===== src/rtl/srst_field_pkg.sv =====
package srst_field_pkg;

  typedef enum int {
    SRC_PEER  = 0,
    SRC_HWIN  = 1,
    SRC_PARAM = 2
  } srst_src_e;

  function automatic logic srst_active(input logic level, input bit act_high);
    return act_high ? level : ~level;
  endfunction

  function automatic bit src_is_valid(input int sel);
    return (sel == SRC_PEER) || (sel == SRC_HWIN) || (sel == SRC_PARAM);
  endfunction

endpackage


===== src/rtl/srst_level_norm.sv =====
module srst_level_norm #(
  parameter bit ACT_HIGH = 1'b1
) (
  input  logic soft_rst_i,
  output logic srst_on_o
);
  import srst_field_pkg::*;

  generate
    if (ACT_HIGH) begin : g_high
      assign srst_on_o = srst_active(soft_rst_i, 1'b1);
    end else begin : g_low
      assign srst_on_o = srst_active(soft_rst_i, 1'b0);
    end
  endgenerate
endmodule


===== src/rtl/srst_reload_sel.sv =====
module srst_reload_sel #(
  parameter int              WIDTH     = 8,
  parameter int              SRC_SEL   = 0,
  parameter logic [WIDTH-1:0] PARAM_VAL = 8'hC3
) (
  input  logic [WIDTH-1:0] peer_i,
  input  logic [WIDTH-1:0] hw_i,
  output logic [WIDTH-1:0] reload_o
);
  import srst_field_pkg::*;

  initial begin
    if (!src_is_valid(SRC_SEL)) $error("srst_reload_sel: bad SRC_SEL %0d", SRC_SEL);
  end

  always_comb begin
    case (SRC_SEL)
      SRC_PEER: reload_o = peer_i;
      SRC_HWIN: reload_o = hw_i;
      default:  reload_o = PARAM_VAL;
    endcase
  end
endmodule


===== src/rtl/srst_field_store.sv =====
module srst_field_store #(
  parameter int              WIDTH    = 8,
  parameter bit              ASYNC    = 1'b0,
  parameter logic [WIDTH-1:0] HARD_VAL = 8'h5A
) (
  input  logic             clk,
  input  logic             hard_rst_n,
  input  logic             srst_on,
  input  logic [WIDTH-1:0] reload,
  input  logic             wr_en,
  input  logic [WIDTH-1:0] wr_data,
  output logic [WIDTH-1:0] q
);
  generate
    if (ASYNC) begin : g_async
      always_ff @(posedge clk or negedge hard_rst_n or posedge srst_on) begin
        if (!hard_rst_n)  q <= HARD_VAL;
        else if (srst_on) q <= reload;
        else if (wr_en)   q <= wr_data;
      end
    end else begin : g_sync
      always_ff @(posedge clk or negedge hard_rst_n) begin
        if (!hard_rst_n)  q <= HARD_VAL;
        else if (srst_on) q <= reload;
        else if (wr_en)   q <= wr_data;
      end
    end
  endgenerate
endmodule


===== src/rtl/srst_field.sv =====
module srst_field #(
  parameter int               WIDTH         = 8,
  parameter logic [WIDTH-1:0] HARD_VAL      = 8'h5A,
  parameter logic [WIDTH-1:0] SOFT_VAL      = 8'hC3,
  parameter int               SRC_SEL       = 0,
  parameter bit               SRST_ASYNC    = 1'b0,
  parameter bit               SRST_ACT_HIGH = 1'b1
) (
  input  logic             clk,
  input  logic             hard_rst_n,
  input  logic             soft_rst,
  input  logic             wr_en,
  input  logic [WIDTH-1:0] wr_data,
  input  logic [WIDTH-1:0] peer_field,
  input  logic [WIDTH-1:0] hw_src,
  output logic [WIDTH-1:0] field_q
);
  logic             srst_on;
  logic [WIDTH-1:0] reload_val;

  srst_level_norm #(.ACT_HIGH(SRST_ACT_HIGH)) u_norm (
    .soft_rst_i(soft_rst),
    .srst_on_o (srst_on)
  );

  srst_reload_sel #(.WIDTH(WIDTH), .SRC_SEL(SRC_SEL), .PARAM_VAL(SOFT_VAL)) u_sel (
    .peer_i  (peer_field),
    .hw_i    (hw_src),
    .reload_o(reload_val)
  );

  srst_field_store #(.WIDTH(WIDTH), .ASYNC(SRST_ASYNC), .HARD_VAL(HARD_VAL)) u_store (
    .clk       (clk),
    .hard_rst_n(hard_rst_n),
    .srst_on   (srst_on),
    .reload    (reload_val),
    .wr_en     (wr_en),
    .wr_data   (wr_data),
    .q         (field_q)
  );
endmodule


===== config.mk =====
export PLATFORM = sky130hd
export DESIGN_NAME = srst_field
export DESIGN_NICKNAME = d
export VERILOG_FILES = /design/src/rtl/srst_field_pkg.sv /design/src/rtl/srst_level_norm.sv /design/src/rtl/srst_reload_sel.sv /design/src/rtl/srst_field_store.sv /design/src/rtl/srst_field.sv
export SDC_FILE = /design/constraint.sdc
export NUM_CORES = 1
export LEC_CHECK = 0
export BUFFER_PORTS_ARGS = -buffer_cell sky130_fd_sc_hd__buf_4
export CAP_MARGIN = 20
export CORE_AREA = 2 2 39 41
export CTS_CLUSTER_DIAMETER = 200
export DETAILED_ROUTE_END_ITERATION = 8
export DIE_AREA = 0 0 41 43
export GPL_ROUTABILITY_DRIVEN = 0
export MAX_ROUTING_LAYER = met4
export SKIP_CTS_REPAIR_TIMING = 1
export SYNTH_ARGS = -nofsm -noshare
export SYNTH_HDL_FRONTEND = slang
export SYNTH_SLANG_ARGS = --single-unit
export TNS_END_PERCENT = 10

===== constraint.sdc =====
create_clock -name clk -period 1.57 [get_ports clk]
set_clock_uncertainty 0.1 [all_clocks]
set_input_delay 0.0785 -clock clk [delete_from_list [all_inputs] [get_ports clk]]
set_output_delay 0.0785 -clock clk [all_outputs]
set_load 0.005 [all_outputs]

==> out/qor.yml, run 1 <==
finish:
  largest-register: "u_store.q"
  syn_to_final_growth_pct: 86.42
  reg_top3: "u_store.q x8"
  diodes: 0
  largest_reg_flops: 8
  finish.utilization_pct: 50.90
  drive_gt1_share_pct: 46.58
  n_fill_cell: 121
  nNetsFinal: 102
sta:
  setup_slack_ps: 154.3
  hold_viol_final: 1
  report.final.setup_viol: 0
  tns_ps: 0
  drv_slew: 0
  fin_crit_sh_pct: 90.17
  whs_ps: -0.4538
  max_slew.worst_pin.slew_ps: 134.4
  max_freq_mhz: 706.4
  rsz0062_at_grt: "no"
  relSlewSlack_pct: 90.78
  min_period_ps: 1416
routing:
  routedWlPerCell_um: 10.87
  wl_um: 967
  drc_errors: 0
  drt_pass1_iterations: 1
  vias: 387
  vias_per_cell: 4.348
  drt_iter0_drc: 0
  ant_nets: 0
clock_tree:
  root_buffer: "clkbuf_4"
  cts_sinks: 8
  insertion_delay_ps: 240
  clk_pin_slew_ps: 60
  cts_tree: "yes"
  cts.path.max_buffers: 2
  cts_buffers: 3
  cts_max_level: 1
synth:
  synth_cell_type_count: 6
  ys_warn_count: 0
  avgSynthCellArea_sq_um: 11.11
  synth_cells: 34
  ys_seq_area_share_pct: 54.30
  ys_ff_latch: 8
  syn-num-nets: 62
  netlist_area_sq_um: 377.9
critical_path:
  critPathMaxFanout: 2
  cp_data_required_time_ps: 1660
  end_kind: "register"
  startpoint_type: "register"
  cp.arrival_ps: 1500
  crit_type: "register to register"
pwr:
  power_density_nw_per_um2: 767.7
  peakVddDrop_v: 0.0002806
  leakagePower_nw: 0.3532
global_routing:
  grt_antenna_before_repair: 0
  track_usage_pct: 11.31
  grt_max_degree: 17
  grt_pass1_wl_um: 1200
  overflow: 0
  grt_pass1_vias: 301
run_status:
  status: "finished with violations"
  violations: "negative hold slack"
placed_design:
  pre_cts_ws_ps: 699.3
  port_buffers: 27
  hpwl_um: 621.9
die:
  dieWidth_um: 41
  rows: 14
  dieHeight_um: 43
  dieArea_sq_um: 1763
  core_sq_um: 1384
  start_util_pct: 27.31
  pin_count: 36
flow_run:
  max-cap-violations: 0
hold_path:
  worst_hold_path_type: "input pin to register"
per-stage QoR:
stage,std cells,power (mW),instance area (sq um)
2_1_floorplan,34,0.2864,377.9
3_3_place_gp,75,0.3559,578.1
3_5_place_dp,75,0.3579,578.1
4_1_cts,79,0.5322,604.3
5_1_grt,89,0.5863,704.4
6_report,89,0.5408,704.4
logic make-up (layout without fill, tap and decap cells):
family	Yosys count	in the layout	synth area share, %
buffers and inverters	2	41	5.960
AND/OR/NAND/NOR	8	8	7.947
AO/OA/AOI/OAI	8	8	10.60
flip-flops	8	8	54.31
multiplexers	8	8	21.19
power by group:
part           switching [mW]  total (mW)  internal (mW)
combinational          0.0447       0.132         0.0877
sequential            0.00973       0.242          0.233
clock                  0.0689       0.166         0.0972
layout make-up:
| type | count | area (sq um) | area share [%] |
|---|---|---|---|
| multi-input cells | 24 | 150.1 | 21.31 |
| clock buffers | 4 | 26.28 | 3.730 |
| repair buffers | 37 | 302.8 | 42.98 |
| well taps | 16 | 20.02 | 2.842 |
| flip-flops and latches | 8 | 205.2 | 29.13 |
synthesized netlist by cell type (all sizes together):
master	count	area, sq um
dfrtp	4	100.1
nand2	8	30.03
mux2i	8	80.08
buf	2	22.52
o21ai	8	40.04
dfstp	4	105.1
cell usage in the layout, fill, tap and decap left out:
cell type      synthesis  routed
buf_4                  0      27
dlygate4sd3_1          0      10
mux2i_1                8       8
nand2_1                8       8
o21ai_1                8       8
dfrtp_1                4       4
dfstp_2                4       4
clkbuf_4               0       3
clkbuf_1               0       1
layer usage:
metal | global-route usage [%] | vias to the layer above | part of all wire (%)
met1 | 12.87 | 175 | 42
met5 | - | - | 0
met4 | 10.00 | 0 | 0
li1 | - | 194 | -
met2 | 14.37 | 18 | 49
met3 | 4.712 | 0 | 9.3
critical path: stages, from the launching register on:
cell and delay, ps:
dfstp_2 530, mux2i_1 60, o21ai_1 110, dlygate4sd3_1 560
final timing paths:
path	slack (ps)	startpoint	depth (start not counted)	end
max reg2reg	150	u_store.q[6]$_DFFE_PN1P_	3	u_store.q[6]$_DFFE_PN1P_
min	-0.5	wr_data[7]	3	u_store.q[7]$_DFFE_PN0P_
min reg2reg	450	u_store.q[4]$_DFFE_PN1P_	2	u_store.q[4]$_DFFE_PN1P_
min in group asynchronous	80	hard_rst_n	2	u_store.q[2]$_DFFE_PN0P_
max in group asynchronous	1080	hard_rst_n	2	u_store.q[6]$_DFFE_PN1P_
max	150	u_store.q[6]$_DFFE_PN1P_	3	u_store.q[6]$_DFFE_PN1P_
Note: power is estimated with default switching activity, not from simulation.
==> inputs of run 2 (changes only) <==
==> constraint.sdc (replaced) <==
create_clock -name clk -period 1.79 [get_ports clk]
set_clock_uncertainty 0.1 [all_clocks]
set_input_delay 0.0895 -clock clk [delete_from_list [all_inputs] [get_ports clk]]
set_output_delay 0.0895 -clock clk [all_outputs]
set_load 0.005 [all_outputs]
==> out/qor.yml, run 2 (same netlist as run 1, synthesis figures left out) <==
placed_design:
  port_buffers: 27  # unchanged
  dp.cells: 75  # unchanged
  hpwl_um: 621.9  # unchanged
global_routing:
  overflow: 0  # unchanged
  grt_antenna_before_repair: 0  # unchanged
  grt_pass1_wl_um: 1200  # unchanged
  grt_pass1_vias: 301  # unchanged
  grt_max_degree: 17  # unchanged
  track_usage_pct: 11.31  # unchanged
pwr:
  seqPwrFrac_pct: 45.1  # +0.3 points
  power_density_nw_per_um2: 678.6  # -12%
  swShare_pct: 22.85  # +0.034 points
  switchingPower_mw: 0.1077  # -13%
  leakagePower_nw: 0.3486  # -1.3%
  power.internal_mw: 0.3635  # -13%
  p_clk_share_pct: 30.9  # +0.2 points
  power.total_mw: 0.4712  # -13%
  peakVddDrop_v: 0.0002461  # -12%
  combPwrFrac_pct: 24.0  # -0.5 points
routing:
  ant_nets: 0  # unchanged
  drc_errors: 0  # unchanged
  drt_pass1_iterations: 1  # unchanged
  drt_iter0_drc: 0  # unchanged
  vias: 383  # -1.0%
  vias_per_cell: 4.352  # about the same
  routedWlPerCell_um: 10.91  # +0.40%
  wl_um: 960  # -0.72%
sta:
  max_slew.worst_pin.slew_ps: 129.1  # -5.324 ps
  max_freq_mhz: 942.5
  tns_ps: 0  # unchanged
  hold_viol_final: 0  # -1
  fin_crit_sh_pct: 59.27
  rsz0062_at_grt: "no"
  min_period_ps: 1061
  drv_slew: 0  # unchanged
  report.final.setup_viol: 0  # unchanged
  relSlewSlack_pct: 91.15  # +0.37 points
die:
  rows: 14  # unchanged
  dieArea_sq_um: 1763  # unchanged
  dieWidth_um: 41  # unchanged
  dieHeight_um: 43  # unchanged
  start_util_pct: 27.31  # unchanged
  pin_count: 36  # unchanged
  core_sq_um: 1384  # unchanged
finish:
  n_fill_cell: 122  # +0.83%
  multi_input_area_sq_um: 150.1  # unchanged
  reg_top3: "u_store.q x8"
  largest-register: "u_store.q"
  nNetsFinal: 101  # -0.98%
  largest_reg_flops: 8  # unchanged
  fin_cells: 88  # -1.1%
  mostFrequentLayoutCell: "buf_4"
  mostFrequentLayoutCells: "buf_4, dlygate4sd3_1, mux2i_1, nand2_1, o21ai_1"
  diodes: 0  # unchanged
  syn_to_final_growth_pct: 83.78
  drive_gt1_share_pct: 47.22  # +0.65 points
  seqCellArea_sq_um: 205.2  # unchanged
clock_tree:
  cts_max_level: 1  # unchanged
  cts.path.max_buffers: 2  # unchanged
  insertion_delay_ps: 250  # about the same
  cts_sinks: 8  # unchanged
  cts_buffers: 3  # unchanged
  clk_pin_slew_ps: 60  # about the same
  cts_tree: "yes"
  root_buffer: "clkbuf_4"
critical_path:
  path_buf_inv: 1  # unchanged
  r2r-start: "u_store.q[3]$_DFFE_PN1P_"
  cp_slowest_cell: "dfstp_2"
  end_kind: "output port"
  critPathMaxFanout: 2  # unchanged
  path_delay_family: "flip-flops"
  cp_data_required_time_ps: 1600  # -60 ps
  startpoint_type: "register"
  cpPeakStageDelay_ps: 530  # -30 ps
  cp.arrival_ps: 870  # -630 ps
  worstSetupStartpoint: "u_store.q[6]$_DFFE_PN1P_"
  rr_endpoint: "u_store.q[3]$_DFFE_PN1P_"
  worstRegToRegCells: 2  # -1
  crit_type: "register to output port"
  ff2ff_setup_slack_ps: 910  # +760 ps
  crit_path_cell_trace: "buf_4"
run_status:
  status: "completed"
flow_run:
  max-cap-violations: 0  # unchanged
hold_path:
  hp-start: "wr_data[7]"
  min_to: "u_store.q[7]$_DFFE_PN0P_"
  worst_hold_path_type: "input pin to register"
  holdPathStages: 3  # unchanged
-- run 2: changes by cell type in the layout (fill, tap and decap cells not counted) --
cell / delta
dlygate4sd3_1: -1
-- run 2: worst max path at each step --
stage / to / slack [ps] / depth (start not counted)
final: field_q[6] / 730 / 1
after detailed placement: u_store.q[1]$_DFFE_PN1P_ / 920 / 2
after global placement: u_store.q[1]$_DFFE_PN1P_ / 930 / 2
after CTS: field_q[6] / 710 / 1
after global routing: field_q[6] / 680 / 1
after floorplan: u_store.q[3]$_DFFE_PN1P_ / 940 / 2
-- run 2: power by group through the flow --
stage / combinational, mW / clock, mW / sequential [mW]
3_5_place_dp: 0.0990 / 0 / 0.215
6_report: 0.113 / 0.146 / 0.213
2_1_floorplan: 0.0345 / 0 / 0.217
3_3_place_gp: 0.0976 / 0 / 0.215
5_1_grt: 0.124 / 0.174 / 0.214
4_1_cts: 0.0990 / 0.155 / 0.213
-- run 2: through the flow --
stage,hold WS [ps],utilization (%),instance area [sq um],setup WS (ps)
2_1_floorplan,-306.1,-,377.9,944.4
3_3_place_gp,-186.6,41.77,578.1,928.8
5_1_grt,2.924,50.18,694.4,679.3
6_report,10.55,50.18,694.4,729.0
3_5_place_dp,-186.1,41.77,578.1,919.3
4_1_cts,-463.0,43.67,604.3,714.3
-- run 2: routing by layer --
metal  vias up  routed length, um  track usage (%)  share of wire [%]
li1        192                  -                -                  -
met3         0                 90            4.712                9.4
met4         0                  0            10.00                  0
met2        18                469            14.37                 49
met5         -                  0                -                  0
met1       173                400            12.87                 42
-- run 2: final cells by class --
type / count / share of cell area, %
clock buffer: 4 / 3.784
multi-input combinational: 24 / 21.62
sequential: 8 / 29.55
tap: 16 / 2.883
timing repair buffer: 36 / 42.16
-- run 2: worst min-delay path, stage by stage --
cell and delay (ps):
buf_4 80, mux2i_1 50, o21ai_1 100
==> inputs of run 3 (changes only) <==
--- a/config.mk
+++ b/config.mk
@@ -13,6 +13,7 @@
 export DIE_AREA = 0 0 41 43
 export GPL_ROUTABILITY_DRIVEN = 0
 export MAX_ROUTING_LAYER = met4
+export PLACE_DENSITY = 0.67
 export SKIP_CTS_REPAIR_TIMING = 1
 export SYNTH_ARGS = -nofsm -noshare
 export SYNTH_HDL_FRONTEND = slang
==> constraint.sdc (replaced) <==
create_clock -name clk -period 0.9 [get_ports clk]
set_clock_uncertainty 0.1 [all_clocks]
set_input_delay 0.045 -clock clk [delete_from_list [all_inputs] [get_ports clk]]
set_output_delay 0.045 -clock clk [all_outputs]
set_load 0.005 [all_outputs]
==> out/qor.yml, run 3 (same netlist as run 1, synthesis figures left out) <==
run_status:
  status: "finished with violations"
  violations: "negative hold slack, negative setup slack"
clock_tree:
  cts_tree: "yes"
  cts_buffers: 3  # unchanged
  root_buffer: "clkbuf_4"
  cts.path.max_buffers: 2  # unchanged
  cts_max_level: 1  # unchanged
  insertion_delay_ps: 240  # about the same
  clk_pin_slew_ps: 60  # about the same
  cts_sinks: 8  # unchanged
critical_path:
  path_buf_inv: 1  # unchanged
  cp_data_required_time_ps: 750  # -850 ps
  path_delay_family: "flip-flops"
  end_kind: "output port"
  crit_type: "register to output port"
  cp.arrival_ps: 870  # about the same
  cp.depth: 1  # unchanged
  cp_slowest_cell: "dfstp_2"
  crit_path_cell_trace: "buf_6"
  cpPeakStageDelay_ps: 540  # about the same
  critPathMaxFanout: 2  # unchanged
  startpoint_type: "register"
  worstRegToRegCells: 2  # unchanged
placed_design:
  port_buffers: 27  # unchanged
  pre_cts_ws_ps: 13.61  # -905.7 ps
  hpwl_um: 675.5  # +8.6%
global_routing:
  track_usage_pct: 12.68  # +1.4 points
  grt_pass1_wl_um: 1469  # +22%
  grt_max_degree: 17  # unchanged
  overflow: 0  # unchanged
  grt_pass1_vias: 386  # +28%
  grt_antenna_before_repair: 0  # unchanged
sta:
  hold_viol_final: 7  # +7
  min_period_ps: 1014
  drv_slew: 0  # unchanged
  tns_ps: -441.9  # -441.9 ps
  max_slew.worst_pin.slew_ps: 143.5  # +14.43 ps
  report.final.setup_viol: 5  # +5
  max_freq_mhz: 986.4
  rsz0062_at_grt: "yes"
  relSlewSlack_pct: 90.16  # -0.99 points
  setup_slack_ps: -113.8  # -842.8 ps
  fin_crit_sh_pct: 112.6
  whs_ps: -33.09  # -43.64 ps
finish:
  largest-register: "u_store.q"
  drive_gt1_share_pct: 45.95  # -1.3 points
  nNetsFinal: 104  # +3.0%
  mostFrequentLayoutCells: "buf_4, dlygate4sd3_1, mux2i_1, nand2_1, o21ai_1"
  diodes: 0  # unchanged
  n_fill_cell: 134  # +9.8%
  mostFrequentLayoutCell: "buf_4"
  reg_top3: "u_store.q x8"
  largest_reg_flops: 8  # unchanged
  syn_to_final_growth_pct: 97.68
pwr:
  power.total_mw: 0.9468  # +100%
  switchingPower_mw: 0.2149  # +100%
  combPwrFrac_pct: 26.8  # +2.8 points
  peakVddDrop_v: 0.0006734  # +170%
  leakagePower_nw: 0.3681  # +5.6%
  power.internal_mw: 0.7320  # +100%
  swShare_pct: 22.69  # -0.16 points
  seqPwrFrac_pct: 45.2  # about the same
  power_density_nw_per_um2: 1268  # +87%
  p_clk_share_pct: 28.0  # -2.9 points
die:
  dieArea_sq_um: 1763  # unchanged
  start_util_pct: 27.31  # unchanged
  rows: 14  # unchanged
  pin_count: 36  # unchanged
  dieWidth_um: 41  # unchanged
  core_sq_um: 1384  # unchanged
  dieHeight_um: 43  # unchanged
hold_path:
  holdPathStages: 3  # unchanged
  worst_hold_path_type: "input pin to register"
routing:
  routedWlPerCell_um: 11.58  # +6.1%
  vias_per_cell: 4.533  # +4.2%
  vias: 408  # +6.5%
  drt_pass1_iterations: 1  # unchanged
  drt_iter0_drc: 0  # unchanged
  ant_nets: 0  # unchanged
  drc_errors: 0  # unchanged
  wl_um: 1042  # +8.5%
flow_run:
  max-cap-violations: 0  # unchanged
[run 3: layout make-up]
type                    instances  area, sq um  share of cell area, %
clock buffers                   3        22.52                  3.015
multi-input cells              24        150.1                  20.10
flip-flops and latches          8        205.2                  27.47
well taps                      16        20.02                  2.680
repair buffers                 39        349.1                  46.73
[run 3: path summary, 6_finish.rpt]
kind                                             to                      from  slack [ps]
min in group asynchronous  u_store.q[7]$_DFFE_PN0P_                hard_rst_n          50
setup / recovery                         field_q[4]  u_store.q[4]$_DFFE_PN1P_        -110
hold reg to reg            u_store.q[6]$_DFFE_PN1P_  u_store.q[6]$_DFFE_PN1P_         470
setup reg to reg           u_store.q[1]$_DFFE_PN1P_  u_store.q[1]$_DFFE_PN1P_          10
max in group asynchronous  u_store.q[1]$_DFFE_PN1P_                hard_rst_n         440
hold / removal             u_store.q[5]$_DFFE_PN0P_                wr_data[5]         -30
[run 3: power groups by stage]
stage	Clock [mW]	Sequential (mW)	Combinational [mW]
2_1_floorplan	0	0.431	0.0686
3_3_place_gp	0	0.427	0.193
3_5_place_dp	0	0.429	0.197
4_1_cts	0.271	0.423	0.198
5_1_grt	0.288	0.433	0.280
6_report	0.265	0.428	0.253
[run 3: per-stage QoR]
step / utilization [%] / cells / cell area, sq um
after global routing: 53.98 / 90 / 747.0
after floorplan: - / 34 / 377.9
after detailed placement: 41.77 / 75 / 578.1
after CTS: 43.40 / 78 / 600.6
final: 53.98 / 90 / 747.0
after global placement: 41.77 / 75 / 578.1
[run 3: tightest hold or removal path: cells and delay by family]
family | cells | cell delay, ps
AO/OA/AOI/OAI | 1 | 100
multiplexers | 1 | 50
buffers and inverters | 1 | 70
[run 3: layer usage]
metal	up-vias	track usage, %	wire length [um]
met4	0	6.000	0
met5	-	-	0
li1	200	-	-
met3	0	3.141	62
met2	15	20.31	583
met1	193	13.95	396
